==> src/rtl/fsg_pkg.sv <==
package fsg_pkg;
  // Strobes from the control half to the datapath half
  typedef struct packed {
    logic restart;    // first edge of a run: counters clear, fields captured
    logic running;    // generator active
    logic bitWrap;    // last clock cycle of the current bit period
    logic phaseZero;  // first clock cycle of the current bit period
  } fsgStrobe_t;
endpackage

==> src/rtl/fsg_ctrl.sv <==
module fsg_ctrl
  import fsg_pkg::*;
#(
  parameter int DIV_W = 8
) (
  input  logic             clk,
  input  logic             rstN,
  input  logic             enable,
  input  logic [DIV_W-1:0] clkDiv,
  input  logic             frameLast,
  output fsgStrobe_t       strb,
  output logic             bitClk
);
  localparam int PH_W = DIV_W + 1;

  logic             running;
  logic [DIV_W-1:0] divCnt;
  logic [DIV_W-1:0] divLat;
  logic [PH_W-1:0]  halfLen;
  logic             restart;
  logic             bitWrap;

  assign restart = enable & ~running;
  assign bitWrap = running & (divCnt == divLat);
  assign halfLen = ({1'b0, divLat} + PH_W'(1)) >> 1;

  always_ff @(posedge clk) begin
    if (!rstN) begin
      running <= 1'b0;
      divCnt  <= '0;
      divLat  <= '0;
    end else begin
      running <= enable;
      if (restart) begin
        divCnt <= '0;
        divLat <= clkDiv;
      end else if (running) begin
        if (bitWrap) begin
          divCnt <= '0;
          if (frameLast) divLat <= clkDiv;
        end else begin
          divCnt <= divCnt + DIV_W'(1);
        end
      end
    end
  end

  // Divide-by-one passes the gated clock; otherwise high phase comes first
  always_comb begin
    if (divLat == '0) bitClk = clk & running;
    else              bitClk = running & ({1'b0, divCnt} < halfLen);
  end

  assign strb.restart   = restart;
  assign strb.running   = running;
  assign strb.bitWrap   = bitWrap;
  assign strb.phaseZero = (divCnt == '0);
endmodule

==> src/rtl/fsg_dpath.sv <==
module fsg_dpath
  import fsg_pkg::*;
#(
  parameter int PER_W  = 12,
  parameter int WID_W  = 8,
  parameter int WLEN_W = 6,
  parameter int CHAN_W = 5
) (
  input  logic              clk,
  input  logic              rstN,
  input  fsgStrobe_t        strb,
  input  logic [PER_W-1:0]  framePeriod,
  input  logic [WID_W-1:0]  syncWidth,
  input  logic              checkReq,
  input  logic [WLEN_W-1:0] wordBits,
  input  logic [CHAN_W-1:0] chanCount,
  output logic              frameLast,
  output logic              frameSync,
  output logic              frameStart,
  output logic              cfgErr
);
  localparam int PROD_W = WLEN_W + CHAN_W;
  localparam int CMP_W  = ((PER_W + 1) > PROD_W) ? (PER_W + 1) : PROD_W;
  localparam int SW_W   = (PER_W > WID_W) ? PER_W : WID_W;

  logic [PER_W-1:0]  bitCnt;
  logic [PER_W-1:0]  perLat;
  logic [WID_W-1:0]  widLat;
  logic [PROD_W-1:0] needBits;
  logic [CMP_W-1:0]  haveBits;

  assign frameLast = (bitCnt == perLat);

  always_ff @(posedge clk) begin
    if (!rstN) begin
      bitCnt <= '0;
      perLat <= '0;
      widLat <= '0;
    end else if (strb.restart) begin
      bitCnt <= '0;
      perLat <= framePeriod;
      widLat <= syncWidth;
    end else if (strb.running && strb.bitWrap) begin
      if (frameLast) begin
        bitCnt <= '0;
        perLat <= framePeriod;
        widLat <= syncWidth;
      end else begin
        bitCnt <= bitCnt + PER_W'(1);
      end
    end
  end

  assign frameSync  = strb.running & (SW_W'(bitCnt) <= SW_W'(widLat));
  assign frameStart = strb.running & (bitCnt == '0) & strb.phaseZero;

  // Bandwidth check: bits in a frame against word length times channels
  assign needBits = PROD_W'(wordBits) * PROD_W'(chanCount);
  assign haveBits = CMP_W'(framePeriod) + CMP_W'(1);

  always_ff @(posedge clk) begin
    if (!rstN)         cfgErr <= 1'b0;
    else if (checkReq) cfgErr <= (haveBits < CMP_W'(needBits));
  end
endmodule

==> src/rtl/frame_sync_gen.sv <==
module frame_sync_gen
  import fsg_pkg::*;
#(
  parameter int DIV_W  = 8,
  parameter int PER_W  = 12,
  parameter int WID_W  = 8,
  parameter int WLEN_W = 6,
  parameter int CHAN_W = 5
) (
  input  logic              clk,
  input  logic              rstN,
  input  logic              enable,
  input  logic [DIV_W-1:0]  clkDiv,
  input  logic [PER_W-1:0]  framePeriod,
  input  logic [WID_W-1:0]  syncWidth,
  input  logic              checkReq,
  input  logic [WLEN_W-1:0] wordBits,
  input  logic [CHAN_W-1:0] chanCount,
  output logic              bitClk,
  output logic              frameSync,
  output logic              frameStart,
  output logic              cfgErr
);
  fsgStrobe_t strb;
  logic       frameLast;

  fsg_ctrl #(.DIV_W(DIV_W)) u_ctrl (
    .clk       (clk),
    .rstN      (rstN),
    .enable    (enable),
    .clkDiv    (clkDiv),
    .frameLast (frameLast),
    .strb      (strb),
    .bitClk    (bitClk)
  );

  fsg_dpath #(
    .PER_W (PER_W),
    .WID_W (WID_W),
    .WLEN_W(WLEN_W),
    .CHAN_W(CHAN_W)
  ) u_dpath (
    .clk         (clk),
    .rstN        (rstN),
    .strb        (strb),
    .framePeriod (framePeriod),
    .syncWidth   (syncWidth),
    .checkReq    (checkReq),
    .wordBits    (wordBits),
    .chanCount   (chanCount),
    .frameLast   (frameLast),
    .frameSync   (frameSync),
    .frameStart  (frameStart),
    .cfgErr      (cfgErr)
  );
endmodule

==> config.mk <==
export PLATFORM = sky130hd
export DESIGN_NAME = frame_sync_gen
export DESIGN_NICKNAME = d
export VERILOG_FILES = /design/src/rtl/fsg_pkg.sv /design/src/rtl/fsg_ctrl.sv /design/src/rtl/fsg_dpath.sv /design/src/rtl/frame_sync_gen.sv
export SDC_FILE = /design/constraint.sdc
export NUM_CORES = 1
export LEC_CHECK = 0
export BUFFER_PORTS_ARGS = -buffer_cell sky130_fd_sc_hd__buf_2
export CELL_PAD_IN_SITES_DETAIL_PLACEMENT = 1
export CELL_PAD_IN_SITES_GLOBAL_PLACEMENT = 1
export CORE_ASPECT_RATIO = 0.75
export CORE_MARGIN = 3
export CORE_UTILIZATION = 40
export DETAILED_ROUTE_END_ITERATION = 6
export PLACE_DENSITY = 0.78
export SLEW_MARGIN = 20
export SYNTH_ARGS = -nofsm -noshare
export SYNTH_HDL_FRONTEND = slang
export SYNTH_SLANG_ARGS = --single-unit
==> constraint.sdc <==
create_clock -name clk -period 3.7 [get_ports clk]
set_input_delay 0.37 -clock clk [delete_from_list [all_inputs] [get_ports clk]]
set_output_delay 0.37 -clock clk [all_outputs]
set_load 0.03 [all_outputs]
; ---- Word level (Yosys, flattened, before mapping)
; Index checks and enable logic that the tools add are counted.
[classes]
addsub = 4
n_mul = 1
order_cmp = 3
n_eq_ne = 2
n_mux = 13
n_bitwise = 9
reduce_logical = 11
[ops]
columns = op, count
row1 = 8-bit two-way mux, 8
row2 = 12-bit two-way mux, 4
row3 = 8-bit logical NOT, 2
row4 = "12-bit by 1-bit adder with 13-bit output, second input constant", 1
row5 = 13-bit by 11-bit less-than comparator with 1-bit output, 1
row6 = "12-bit by 1-bit adder with 12-bit output, second input constant", 1
row7 = 12-bit == test, 1
row8 = 12-bit by 8-bit less-or-equal comparator with 1-bit output, 1
row9 = 12-bit logical NOT, 1
row10 = 6-bit by 5-bit multiplier with 11-bit output, 1
row11 = "8-bit by 1-bit adder with 9-bit output, second input constant", 1
row12 = "8-bit by 1-bit adder with 8-bit output, second input constant", 1
row13 = 8-bit == test, 1
row14 = 8-bit less-than comparator, 1
row15 = 2-bit nonzero test, 4
row16 = 1-bit AND, 7
row17 = 3-bit AND reduction, 1
row18 = 1-bit inverter, 2
row19 = 2-bit AND reduction, 1
row20 = 2-bit OR reduction, 1
row21 = 1-bit logical AND, 1
row22 = 1-bit two-way mux, 1
[word_totals]
register_bits = 50
input_bits = 43
output_inout_bits = 4

; ---- Longest topological paths before layout
; Gate-level depths: netlist (run 1).
[depth]
depth_word = 5
ltp_mapped = 17

; ---- Cells and area by module
; A second synthesis (run 1) with hierarchy kept.
[hier_totals]
hier_cells = 507
hier_area_um2 = 4196.5
[by_module_without_submodules]
columns = module, n_inst, cells_per_inst, area_per_inst_um2, seq_area_each_um2
row1 = fsg_dpath, 1, 368, 3010.4, 660.6
row2 = fsg_ctrl, 1, 139, 1186.1, 340.3

==> load_flow_metrics.sql, run 1 <==
INSERT INTO impl_metrics (metric_group, metric, value, unit) VALUES
('global_routing', 'grt_start_max_net_pins', '42', ''),
('critical_path', 'path_class', 'in -> reg', ''),
('global_routing', 'grt_pass1_vias', '4066', ''),
('pwr', 'p_total', '1.86', 'mW'),
('placement', 'buffer_ports.inserted', '46', ''),
('pwr', 'p_per_area', '378', 'mW/mm^2'),
('sta', 'max_freq', '0.271', 'GHz'),
('sta', 'period_minus_slack', '3.69', 'ns'),
('placement', 'gpl.final_weighted_congestion', '0.838', ''),
('finish', 'seqCellArea', '0.00100', 'sq mm'),
('sta', 'timing.final.max_slew_violations', '0', ''),
('sta', 'final-setup-viol-count', '0', ''),
('sta', 'skew', '0.0101', 'ns'),
('detailed_routing', 'viasPerCell', '5.40', ''),
('finish', 'combined_area_of_the_multi_input_logic_cells', '0.00302', 'sq mm'),
('finish', 'fin_nets', '674', ''),
('global_routing', 'grt_use_total', '0.219', ''),
('clock_tree', 'cts_tree', 'built', ''),
('finish', 'layout-drive-gt1-share', '0.174', ''),
('floorplanning', 'floorplan.die_area', '0.0117', 'sq mm'),
('placement', 'place_ws', '-0.360', 'ns'),
('pwr', 'power_leakage', '2.04', 'nW'),
('detailed_routing', 'wl_per_cell', '17.2', 'um'),
('critical_path', 'setup.worst_path.start_class', 'input pin', ''),
('detailed_routing', 'route.vias.total', '3783', ''),
('sta', 'final-hold-violation-count', '0', ''),
('global_routing', 'grt_pass1_wl', '19900', 'um'),
('sta', 'finalWorstSetupSlack', '0.00689', 'ns'),
('placement', 'place_hpwl', '9410', 'um'),
('logic_synthesis', 'mappedNetlistNets', '622', ''),
('finish', 'layoutNonFillerInstCount', '701', ''),
('logic_synthesis', 'yosysWarnings', '0', ''),
('logic_synthesis', 'synth.yosys.seq_area_share', '0.241', ''),
('placement', 'dpl.cell_count', '689', ''),
('detailed_routing', 'drt-initial-drc-count', '220', ''),
('run_status', 'outcome', 'completed', ''),
('detailed_routing', 'route.detailed.drc', '0', ''),
('pwr', 'ir_drop', '0.195', 'mV'),
('sta', 'fin_crit_sh', '0.998', ''),
('floorplanning', 'core_area', '0.00989', 'sq mm'),
('placement', 'detailed_place.area', '0.00461', 'sq mm'),
('sta', 'slew-limit-headroom', '0.535', ''),
('sta', 'worst-slew-pin-transition', '0.697', 'ns'),
('critical_path', 'worst_ep_required_time', '4.05', 'ns'),
('clock_tree', 'clkSlewWorstSetupHoldPaths', '0.07', 'ns'),
('finish', 'n_fill_cell', '1217', ''),
('job', 'cap_viol_max_count', '0', ''),
('detailed_routing', 'drtPass1Iterations', '4', ''),
('logic_synthesis', 'synth_seq_cells', '50', ''),
('critical_path', 'worst_setup_path_end_kind', 'flop', ''),
('logic_synthesis', 'syn_inst', '516', ''),
('floorplanning', 'top_level_ports', '47', ''),
('detailed_routing', 'met2_length', '5310', 'um'),
('floorplanning', 'num_rows', '31', ''),
('floorplanning', 'floorplan.die.height', '94.2', 'um'),
('detailed_routing', 'detail-route-antenna-nets', '0', ''),
('clock_tree', 'worst_skew_pair.late_latency', '0.41', 'ns'),
('floorplanning', 'start_util', '0.420', ''),
('detailed_routing', 'postRouteWirelength', '12000', 'um'),
('finish', 'layout-area-overhead-vs-synth', '18.6', '%'),
('logic_synthesis', 'mappedNetlistArea', '0.00415', 'sq mm'),
('logic_synthesis', 'synth_cell_types', '50', ''),
('detailed_routing', 'm1WireLength', '6060', 'um'),
('logic_synthesis', 'postSynthAreaPerCell', '8.05', 'sq um'),
('global_routing', 'number_of_antenna_violations_at_the_first_check_in_global_routing', '0', ''),
('floorplanning', 'floorplan.die.width', '124', 'um'),
('global_routing', 'grt_overflow_total', '0', ''),
('sta', 'unrepaired_setup_endpoints_after_global_routing', 'yes', ''),
('detailed_routing', 'route.met3.wl', '532', 'um'),
('sta', 'setup-tns-final', '0', 'ns'),
('detailed_routing', 'top_signal_layer_used', 'met4', ''),
('finish', 'post-route-cell-area', '0.00492', 'sq mm'),
('critical_path', 'worstPathMaxFanout', '3', ''),
('critical_path', 'crit_arrival', '4.04', 'ns'),
('worst_hold_path', 'worst_hold_path_type', 'in -> reg', ''),
('finish', 'diodes', '0', '');
## placed cells by master (no fill, tap or decap), types with 3 or more instances in the layout
cell | netlist | routed
sky130_fd_sc_hd__a21o_1 | 5 | 5
sky130_fd_sc_hd__a21oi_1 | 29 | 25
sky130_fd_sc_hd__a21oi_2 | 0 | 3
sky130_fd_sc_hd__and2_1 | 22 | 21
sky130_fd_sc_hd__and3_1 | 5 | 5
sky130_fd_sc_hd__buf_2 | 7 | 40
sky130_fd_sc_hd__buf_4 | 2 | 20
sky130_fd_sc_hd__clkbuf_16 | 0 | 8
sky130_fd_sc_hd__dfxtp_1 | 50 | 50
sky130_fd_sc_hd__fa_1 | 12 | 11
sky130_fd_sc_hd__ha_1 | 51 | 49
sky130_fd_sc_hd__inv_1 | 28 | 27
sky130_fd_sc_hd__nand2_1 | 64 | 61
sky130_fd_sc_hd__nand2b_1 | 5 | 5
sky130_fd_sc_hd__nand3_1 | 51 | 51
sky130_fd_sc_hd__nand3b_1 | 4 | 4
sky130_fd_sc_hd__nand4_1 | 8 | 8
sky130_fd_sc_hd__nor2_1 | 23 | 22
sky130_fd_sc_hd__nor2b_1 | 3 | 3
sky130_fd_sc_hd__nor3_1 | 6 | 6
sky130_fd_sc_hd__nor4_1 | 4 | 4
sky130_fd_sc_hd__o21a_1 | 3 | 3
sky130_fd_sc_hd__o21ai_0 | 24 | 23
sky130_fd_sc_hd__o21ai_1 | 18 | 19
sky130_fd_sc_hd__or3_1 | 3 | 3
sky130_fd_sc_hd__xnor2_1 | 31 | 31
sky130_fd_sc_hd__xor2_1 | 17 | 17
## final cells by class
cell class | count | area share
clock buffers | 10 | 0.0445
clock inverters | 2 | 0.00330
inverters | 28 | 0.0213
multi-input cells | 416 | 0.613
flip-flops and latches | 50 | 0.203
well taps | 132 | 0.0335
repair buffers | 63 | 0.0808
## worst max-delay path, stage by stage
cell and delay, ns:
sky130_fd_sc_hd__buf_8 0.08, sky130_fd_sc_hd__nand2_4 0.05, sky130_fd_sc_hd__fa_1 0.55, sky130_fd_sc_hd__fa_1 0.44
sky130_fd_sc_hd__fa_1 0.55, sky130_fd_sc_hd__inv_2 0.06, sky130_fd_sc_hd__ha_4 0.22, sky130_fd_sc_hd__a21o_1 0.20
sky130_fd_sc_hd__a21oi_4 0.16, sky130_fd_sc_hd__nor2_2 0.06, sky130_fd_sc_hd__a211oi_2 0.29, sky130_fd_sc_hd__buf_4 0.17
sky130_fd_sc_hd__xor2_1 0.16, sky130_fd_sc_hd__ha_1 0.28, sky130_fd_sc_hd__a21oi_2 0.15, sky130_fd_sc_hd__o21ai_1 0.09
sky130_fd_sc_hd__a21oi_1 0.15
## metrics by stage
stage          utilization  hold slack (ns)
2_1_floorplan            -            0.437
3_3_place_gp         0.466            0.448
3_5_place_dp         0.466            0.463
4_1_cts              0.489            0.179
5_1_grt              0.498            0.173
6_report             0.498            0.187
## flip-flops by register name, summed over array words and instances (netlist names)
signal,flops
u_ctrl.divLat,8
u_ctrl.divCnt,8
u_dpath.cfgErr,1
u_ctrl.running,1
u_dpath.widLat,8
u_dpath.bitCnt,12
u_dpath.perLat,12
## kinds of logic (layout without fill, tap and decap cells)
kind of cell / Yosys count / after routing / share of synthesized area
simple gates: 213 / 213 / 0.267
mux: 2 / 2 / 0.00482
compound gates: 90 / 90 / 0.120
buf+inv: 50 / 103 / 0.0545
xor+xnor: 48 / 48 / 0.101
fa+ha+maj: 63 / 63 / 0.212
flops: 50 / 50 / 0.241
## power by group
group / switching [mW] / leakage, nW / internal, mW
Combinational: 0.328 / 1.52 / 0.286
Sequential: 0.0274 / 0.408 / 0.561
Clock: 0.247 / 0.118 / 0.413
Total: 0.602 / 2.04 / 1.26
## per-layer routing
layer / GRT usage / vias to the layer above
li1: - / 1883
met1: 0.319 / 1813
met2: 0.327 / 74
met3: 0.0446 / 13
met4: 0.0553 / 0
met5: 0 / -
## what timing repair did
action | in CTS | in global routing
hold buffers | 0 | 0
setup buffers | 0 | 1
hold endpoints to repair | 0 | 0
setup endpoints to repair | 0 | 1
resized for setup | 0 | 26
## path summary, 6_finish.rpt
path / end / from / cells after the start / slack [ns]
worst max-delay path: u_dpath.cfgErr$_SDFFE_PN0P_ / wordBits[0] / 17 / 0.007
worst min register to register: u_dpath.widLat[2]$_SDFFE_PN0P_ / u_dpath.widLat[2]$_SDFFE_PN0P_ / 2 / 0.47
worst max register to register: u_ctrl.divLat[1]$_SDFFE_PN0P_ / u_dpath.bitCnt[6]$_SDFFE_PP0P_ / 7 / 1.18
worst min-delay path: u_dpath.widLat[2]$_SDFFE_PN0P_ / syncWidth[2] / 3 / 0.19
## cells in the mapped netlist, drive strengths merged
| library cell | number | area (sq um) |
|---|---|---|
| xor2 | 17 | 149 |
| nand2b | 5 | 31.3 |
| nand4 | 9 | 62.6 |
| buf | 14 | 91.3 |
| nor2b | 3 | 18.8 |
| nand4bb | 1 | 11.3 |
| nor2 | 24 | 92.6 |
| a21o | 5 | 37.5 |
| or3b | 1 | 8.76 |
| clkbuf | 8 | 30.0 |
| a21boi | 2 | 15.0 |
| dfxtp | 50 | 1000 |
| or2 | 1 | 6.26 |
| and2 | 22 | 138 |
| o21ai | 42 | 210 |
| ha | 51 | 638 |
| nor4b | 1 | 8.76 |
| and4 | 1 | 8.76 |
| nor4 | 5 | 37.5 |
| a41oi | 1 | 8.76 |
| o211ai | 2 | 15.0 |
| nand2 | 64 | 240 |
| nand3b | 4 | 30.0 |
| or4 | 2 | 15.0 |
| inv | 28 | 105 |
| and3b | 1 | 8.76 |
| o21a | 3 | 22.5 |
| mux2i | 2 | 20.0 |
| o311ai | 1 | 8.76 |
| a22oi | 1 | 7.51 |
| nor3 | 8 | 62.6 |
| a211oi | 3 | 22.5 |
| or3 | 4 | 30.0 |
| fa | 12 | 240 |
| and3 | 5 | 31.3 |
| nand3 | 52 | 265 |
| o22ai | 1 | 6.26 |
| xnor2 | 31 | 272 |
| a21oi | 29 | 145 |
(Power assumes the default switching activity.)
==> inputs of run 2 (changes only) <==
--- a/config.mk
+++ b/config.mk
@@ -6,14 +6,11 @@
 export NUM_CORES = 1
 export LEC_CHECK = 0
 export BUFFER_PORTS_ARGS = -buffer_cell sky130_fd_sc_hd__buf_2
-export CELL_PAD_IN_SITES_DETAIL_PLACEMENT = 1
-export CELL_PAD_IN_SITES_GLOBAL_PLACEMENT = 1
 export CORE_ASPECT_RATIO = 0.75
 export CORE_MARGIN = 3
-export CORE_UTILIZATION = 40
+export CORE_UTILIZATION = 54
 export DETAILED_ROUTE_END_ITERATION = 6
 export PLACE_DENSITY = 0.78
-export SLEW_MARGIN = 20
 export SYNTH_ARGS = -nofsm -noshare
 export SYNTH_HDL_FRONTEND = slang
 export SYNTH_SLANG_ARGS = --single-unit
==> run 2 against run 1 <==
Compared with the run above:
- die area decreased by 25%
- worst setup slack improved by 0.18 ns
- core utilization up 14 points
- non-clock buffer count decreased by 2
- sequential power barely moved
==> load_flow_metrics.sql, run 2 (same netlist as run 1, synthesis figures left out) <==
INSERT INTO impl_metrics (metric_group, metric, value, unit) VALUES
('clock_tree', 'clkSlewWorstSetupHoldPaths', '0.10', 'ns'),
('placement', 'dpl.cell_count', '657', ''),
('finish', 'diodes', '0', ''),
('clock_tree', 'cts_tree', 'built', ''),
('pwr', 'p_clk_frac', '0.283', ''),
('sta', 'unrepaired_setup_endpoints_after_global_routing', 'no', ''),
('finish', 'layout-area-overhead-vs-synth', '13.3', '%'),
('pwr', 'power.share.combinational', '0.345', ''),
('sta', 'fin_crit_sh', '0.950', ''),
('floorplanning', 'num_rows', '27', ''),
('detailed_routing', 'wl_per_cell', '14.8', 'um'),
('placement', 'detailed_place.area', '0.00456', 'sq mm'),
('critical_path', 'setup.worst_path.start_class', 'input pin', ''),
('floorplanning', 'floorplan.die.height', '81.9', 'um'),
('critical_path', 'worst_setup_path_end_kind', 'flop', ''),
('critical_path', 'path_class', 'in -> reg', ''),
('sta', 'max_freq', '0.285', 'GHz'),
('clock_tree', 'cts_hold_repair_buffers', '0', ''),
('sta', 'final-hold-violation-count', '0', ''),
('critical_path', 'path_delay_family', 'adder cells', ''),
('pwr', 'p_per_area', '336', 'mW/mm^2'),
('floorplanning', 'start_util', '0.561', ''),
('global_routing', 'grt_use_total', '0.229', ''),
('critical_path', 'timing.critical_path.slowest_stage_cell', 'sky130_fd_sc_hd__fa_1', ''),
('sta', 'final-setup-viol-count', '0', ''),
('finish', 'post-route-cell-area', '0.00470', 'sq mm'),
('finish', 'layout-drive-gt1-share', '0.155', ''),
('finish', 'layoutNonFillerInstCount', '668', ''),
('critical_path', 'worstPathCellList', 'buf_2 -> nand2_1 -> fa_1 -> fa_1 -> fa_1 -> inv_1 -> ha_4 -> a21o_1 -> a21oi_2 -> nor2_1 -> a211oi_2 -> a21oi_1 -> xor2_1 -> ha_1 -> a211oi_2 -> a21oi_1 -> a21oi_1', ''),
('detailed_routing', 'route.detailed.drc', '0', ''),
('pwr', 'power_leakage', '1.97', 'nW'),
('detailed_routing', 'route.vias.total', '3731', ''),
('finish', 'finish.utilization', '0.636', ''),
('sta', 'skew', '0.00828', 'ns'),
('critical_path', 'worst_ep_required_time', '4.07', 'ns'),
('detailed_routing', 'postRouteWirelength', '9890', 'um'),
('floorplanning', 'top_level_ports', '47', ''),
('floorplanning', 'floorplan.die.width', '107', 'um'),
('pwr', 'ir_drop', '0.178', 'mV'),
('finish', 'layout_common_cells', '64 x sky130_fd_sc_hd__nand2_1, 51 x sky130_fd_sc_hd__nand3_1, 50 x sky130_fd_sc_hd__dfxtp_1, 49 x sky130_fd_sc_hd__ha_1, 46 x sky130_fd_sc_hd__buf_2', ''),
('pwr', 'power.switching', '535', 'uW'),
('sta', 'period_minus_slack', '3.51', 'ns'),
('detailed_routing', 'detail-route-antenna-nets', '0', ''),
('global_routing', 'grt_start_max_net_pins', '58', ''),
('detailed_routing', 'drtPass1Iterations', '7', ''),
('sta', 'timing.final.max_slew_violations', '0', ''),
('placement', 'gpl.final_weighted_congestion', '0.862', ''),
('global_routing', 'grt_pass1_wl', '16100', 'um'),
('clock_tree', 'worst_skew_pair.late_latency', '0.42', 'ns'),
('placement', 'place_hpwl', '7740', 'um'),
('run_status', 'outcome', 'completed', ''),
('detailed_routing', 'drt-initial-drc-count', '188', ''),
('detailed_routing', 'viasPerCell', '5.59', ''),
('floorplanning', 'core_area', '0.00740', 'sq mm'),
('pwr', 'p_seq_frac', '0.372', ''),
('sta', 'slew-limit-headroom', '0.173', ''),
('critical_path', 'critical_path_buf_inv_count', '2', ''),
('worst_hold_path', 'worst_hold_path_type', 'in -> reg', ''),
('sta', 'worst-slew-pin-transition', '1.24', 'ns'),
('finish', 'largestRegisters', 'u_dpath.bitCnt: 12 flops, u_dpath.perLat: 12 flops', ''),
('global_routing', 'number_of_antenna_violations_at_the_first_check_in_global_routing', '0', ''),
('pwr', 'swShare', '0.339', ''),
('placement', 'buffer_ports.inserted', '46', ''),
('finish', 'layout_commonest_cell', 'sky130_fd_sc_hd__nand2_1', ''),
('critical_path', 'crit_arrival', '3.88', 'ns'),
('global_routing', 'grt_pass1_vias', '3432', ''),
('job', 'cap_viol_max_count', '0', ''),
('floorplanning', 'floorplan.die_area', '0.00879', 'sq mm'),
('pwr', 'p_int', '1.04', 'mW'),
('critical_path', 'worst_path_largest_cell_delay', '0.56', 'ns'),
('critical_path', 'worstPathMaxFanout', '4', ''),
('global_routing', 'grt_overflow_total', '0', ''),
('finish', 'fin_nets', '672', '');
run 2: final cells by class:
| class | count | area [sq um] |
|---|---|---|
| Timing Repair Buffer | 61 | 345 |
| Multi-Input combinational cell | 416 | 2980 |
| Clock inverter | 2 | 17.5 |
| Tap cell | 101 | 126 |
| Sequential cell | 50 | 1000 |
| Fill cell | 647 | 2700 |
| Inverter | 28 | 105 |
| Clock buffer | 10 | 129 |
run 2: what timing repair did:
item	in CTS	in global routing
hold endpoints to repair	0	0
endpoints found under the setup margin	0	1
buffers inserted	0	0
resized for setup	0	3
run 2: path summary, 6_finish.rpt:
check / slack (ns) / cells after the start / start / endpoint
worst min-delay path: 0.17 / 3 / clkDiv[6] / u_ctrl.divLat[6]$_SDFFE_PN0P_
worst max register to register: 1.24 / 6 / u_dpath.bitCnt[2]$_SDFFE_PP0P_ / u_ctrl.divLat[4]$_SDFFE_PN0P_
worst min register to register: 0.47 / 2 / u_dpath.widLat[1]$_SDFFE_PN0P_ / u_dpath.widLat[1]$_SDFFE_PN0P_
worst max-delay path: 0.19 / 17 / wordBits[2] / u_dpath.cfgErr$_SDFFE_PN0P_
run 2: worst reg2reg max path, cell delays in order, from the launching register on:
cell,delay (ns)
sky130_fd_sc_hd__dfxtp_1,0.62
sky130_fd_sc_hd__xnor2_1,0.18
sky130_fd_sc_hd__nand4_1,0.17
sky130_fd_sc_hd__nor3_4,0.58
sky130_fd_sc_hd__a21boi_4,0.44
sky130_fd_sc_hd__nand3_1,0.24
sky130_fd_sc_hd__o21ai_0,0.09
run 2: layer usage:
metal | part of all wire | vias up | GRT usage
li1 | - | 1877 | -
met1 | 0.50 | 1718 | 0.341
met2 | 0.41 | 123 | 0.328
met3 | 0.078 | 13 | 0.0550
met4 | 0.010 | 0 | 0.0575
met5 | 0 | - | 0
run 2: power groups by stage:
stage	Clock (mW)	Combinational (mW)	Sequential, mW
6_report	0.447	0.544	0.587
5_1_grt	0.483	0.625	0.590
4_1_cts	0.453	0.543	0.586
3_5_place_dp	0.00895	0.538	0.598
3_3_place_gp	0.00896	0.520	0.597
2_1_floorplan	0.00727	0.397	0.589
run 2: metrics by stage:
| stage | setup TNS, ns | worst slack [ns] | hold WS, ns | power, mW |
|---|---|---|---|---|
| after floorplan | 0 | 0.0152 | 0.437 | 0.993 |
| after global placement | -0.239 | -0.239 | 0.447 | 1.13 |
| after detailed placement | -0.289 | -0.289 | 0.455 | 1.15 |
| after CTS | 0 | 0.136 | 0.171 | 1.58 |
| after global routing | 0 | 0.00229 | 0.164 | 1.70 |
| final | 0 | 0.187 | 0.167 | 1.58 |
==> inputs of run 3 (changes only) <==
--- a/config.mk
+++ b/config.mk
@@ -7,7 +7,7 @@
 export LEC_CHECK = 0
 export BUFFER_PORTS_ARGS = -buffer_cell sky130_fd_sc_hd__buf_2
 export CORE_ASPECT_RATIO = 0.75
-export CORE_MARGIN = 3
+export CORE_MARGIN = 1.5
 export CORE_UTILIZATION = 54
 export DETAILED_ROUTE_END_ITERATION = 6
 export PLACE_DENSITY = 0.78
==> run 3 against run 2 <==
Compared with the run above:
- final cell count unchanged
- clock power increased by 7.2%
- routed wire length decreased by 2.1%
- global-route usage increased by 1.3 points
- flip-flop and latch count unchanged
- critical path type unchanged
- largest cell class unchanged
- largest power group unchanged
==> load_flow_metrics.sql, run 3 (same netlist as run 1, synthesis figures left out) <==
INSERT INTO impl_metrics (metric_group, metric, value, unit) VALUES
('pwr', 'p_total', '1.63', 'mW'),
('pwr', 'p_per_area', '343', 'mW/mm^2'),
('finish', 'layoutNonFillerInstCount', '668', ''),
('sta', 'finalWorstSetupSlack', '0.155', 'ns'),
('detailed_routing', 'postRouteWirelength', '9690', 'um'),
('placement', 'gpl.final_weighted_congestion', '0.880', ''),
('critical_path', 'worstPathMaxFanout', '4', ''),
('placement', 'place_hpwl', '7610', 'um'),
('global_routing', 'grt_pass1_vias', '3443', ''),
('critical_path', 'cp_common_cell', 'sky130_fd_sc_hd__fa_1', ''),
('sta', 'fin_crit_sh', '0.958', ''),
('sta', 'setup-tns-final', '0', 'ns'),
('sta', 'final-hold-violation-count', '0', ''),
('placement', 'place_ws', '-0.303', 'ns'),
('placement', 'buffer_ports.inserted', '46', ''),
('finish', 'post-route-cell-area', '0.00475', 'sq mm'),
('critical_path', 'crit_arrival', '3.91', 'ns'),
('global_routing', 'number_of_antenna_violations_at_the_first_check_in_global_routing', '0', ''),
('sta', 'hold_slack', '0.171', 'ns'),
('global_routing', 'grt_pass1_wl', '15900', 'um'),
('clock_tree', 'cts_hold_repair_buffers', '0', ''),
('critical_path', 'worst_ep_required_time', '4.06', 'ns'),
('run_status', 'outcome', 'completed', ''),
('sta', 'timing.final.max_slew_violations', '0', ''),
('global_routing', 'grt_overflow_total', '0', ''),
('global_routing', 'grt-busiest-layer', 'met1', ''),
('detailed_routing', 'viasPerCell', '5.63', ''),
('pwr', 'power_leakage', '1.98', 'nW'),
('worst_hold_path', 'worst_hold_path_type', 'in -> reg', ''),
('critical_path', 'timing.critical_path.slowest_stage_cell', 'sky130_fd_sc_hd__fa_1', ''),
('global_routing', 'grt_start_max_net_pins', '57', ''),
('critical_path', 'setup.worst_path.start_class', 'input pin', ''),
('floorplanning', 'num_rows', '27', ''),
('finish', 'layout-area-overhead-vs-synth', '14.3', '%'),
('floorplanning', 'start_util', '0.561', ''),
('finish', 'finish.utilization', '0.642', ''),
('critical_path', 'worst_path_largest_cell_delay', '0.54', 'ns'),
('finish', 'layout_common_cells', '62 x sky130_fd_sc_hd__nand2_1, 51 x sky130_fd_sc_hd__nand3_1, 50 x sky130_fd_sc_hd__dfxtp_1, 49 x sky130_fd_sc_hd__ha_1, 44 x sky130_fd_sc_hd__buf_2', ''),
('detailed_routing', 'route.detailed.drc', '0', ''),
('detailed_routing', 'drtPass1Iterations', '5', ''),
('floorplanning', 'floorplan.die.height', '78.9', 'um'),
('sta', 'worst-slew-pin-transition', '1.20', 'ns'),
('critical_path', 'worst_setup_path_end_kind', 'flop', ''),
('sta', 'skew', '0.0177', 'ns'),
('detailed_routing', 'detail-route-antenna-nets', '0', ''),
('finish', 'diodes', '0', ''),
('finish', 'n_fill_cell', '638', ''),
('job', 'cap_viol_max_count', '0', ''),
('floorplanning', 'floorplan.die.width', '104', 'um'),
('sta', 'final-setup-viol-count', '0', ''),
('sta', 'max_freq', '0.282', 'GHz'),
('critical_path', 'worstPathCellList', 'buf_2 -> and2_4 -> fa_1 -> inv_1 -> fa_1 -> fa_1 -> inv_1 -> ha_4 -> nand2_1 -> o21ai_1 -> or4_1 -> o311ai_2 -> xor2_1 -> ha_1 -> a211oi_2 -> a21oi_1 -> a21oi_1', ''),
('pwr', 'ir_drop', '0.194', 'mV'),
('detailed_routing', 'route.vias.total', '3759', ''),
('clock_tree', 'clkSlewWorstSetupHoldPaths', '0.10', 'ns'),
('global_routing', 'grtUsageMet3', '0.0591', ''),
('finish', 'largestRegisters', 'u_dpath.bitCnt: 12 flops, u_dpath.perLat: 12 flops', ''),
('sta', 'unrepaired_setup_endpoints_after_global_routing', 'no', ''),
('placement', 'detailed_place.area', '0.00457', 'sq mm'),
('sta', 'period_minus_slack', '3.54', 'ns'),
('floorplanning', 'core_area', '0.00740', 'sq mm'),
('finish', 'layout-drive-gt1-share', '0.164', ''),
('finish', 'layout_commonest_cell', 'sky130_fd_sc_hd__nand2_1', ''),
('global_routing', 'grtUsageMet1', '0.358', ''),
('floorplanning', 'floorplan.die_area', '0.00823', 'sq mm'),
('global_routing', 'grt_use_total', '0.242', ''),
('placement', 'dpl.cell_count', '658', ''),
('global_routing', 'grtUsageMet2', '0.339', ''),
('finish', 'fin_nets', '673', ''),
('detailed_routing', 'drt-initial-drc-count', '161', ''),
('clock_tree', 'cts_tree', 'built', ''),
('floorplanning', 'top_level_ports', '47', ''),
('clock_tree', 'worst_skew_pair.late_latency', '0.42', 'ns'),
('critical_path', 'path_class', 'in -> reg', ''),
('detailed_routing', 'wl_per_cell', '14.5', 'um'),
('sta', 'slew-limit-headroom', '0.200', '');
-- run 3: changes by cell type in the layout (fill, tap and decap cells not counted), moves of 2 or more --
cell / delta
sky130_fd_sc_hd__buf_2: -2
sky130_fd_sc_hd__nand2_2: +2
sky130_fd_sc_hd__nand2_1: -2
sky130_fd_sc_hd__buf_4: +3
-- run 3: path summary, 6_finish.rpt --
| path | start | to | slack, ns | depth (start not counted) |
|---|---|---|---|---|
| max | wordBits[1] | u_dpath.cfgErr$_SDFFE_PN0P_ | 0.16 | 17 |
| min | clkDiv[6] | u_ctrl.divLat[6]$_SDFFE_PN0P_ | 0.17 | 3 |
| max reg2reg | u_dpath.bitCnt[2]$_SDFFE_PP0P_ | u_ctrl.divLat[1]$_SDFFE_PN0P_ | 1.25 | 6 |
| min reg2reg | u_dpath.widLat[1]$_SDFFE_PN0P_ | u_dpath.widLat[1]$_SDFFE_PN0P_ | 0.47 | 2 |
-- run 3: critical path: cells and delay by family --
family                     cells  cell delay, ns
adders and majority gates      5            1.94
and+or+nand+nor                3            0.66
AOI/OAI and AO/OA              5            0.61
buffers and inverters          3            0.24
xor gates and xnor gates       1            0.11
-- run 3: what timing repair did --
| item | in CTS | in global routing |
|---|---|---|
| resized for setup | 0 | 10 |
| endpoints found under the setup margin | 0 | 1 |
| buffers inserted | 0 | 0 |
-- run 3: layout make-up --
class	instances	area (sq um)	share of cell area
Multi-Input combinational cell	416	3000	0.633
Clock buffer	9	115	0.0242
Timing Repair Buffer	62	358	0.0754
Inverter	28	105	0.0221
Clock inverter	2	38.8	0.00817
Sequential cell	50	1000	0.211
Tap cell	101	126	0.0266
-- run 3: where the power goes --
group	internal, mW	switching (mW)
sequential	0.561	0.0257
combinational	0.264	0.300
clock	0.271	0.208
-- run 3: metal layers --
layer / share of wire / up-vias
li1: - / 1880
met1: 0.50 / 1756
met2: 0.42 / 109
met3: 0.065 / 14
met4: 0.012 / 0
met5: 0 / -
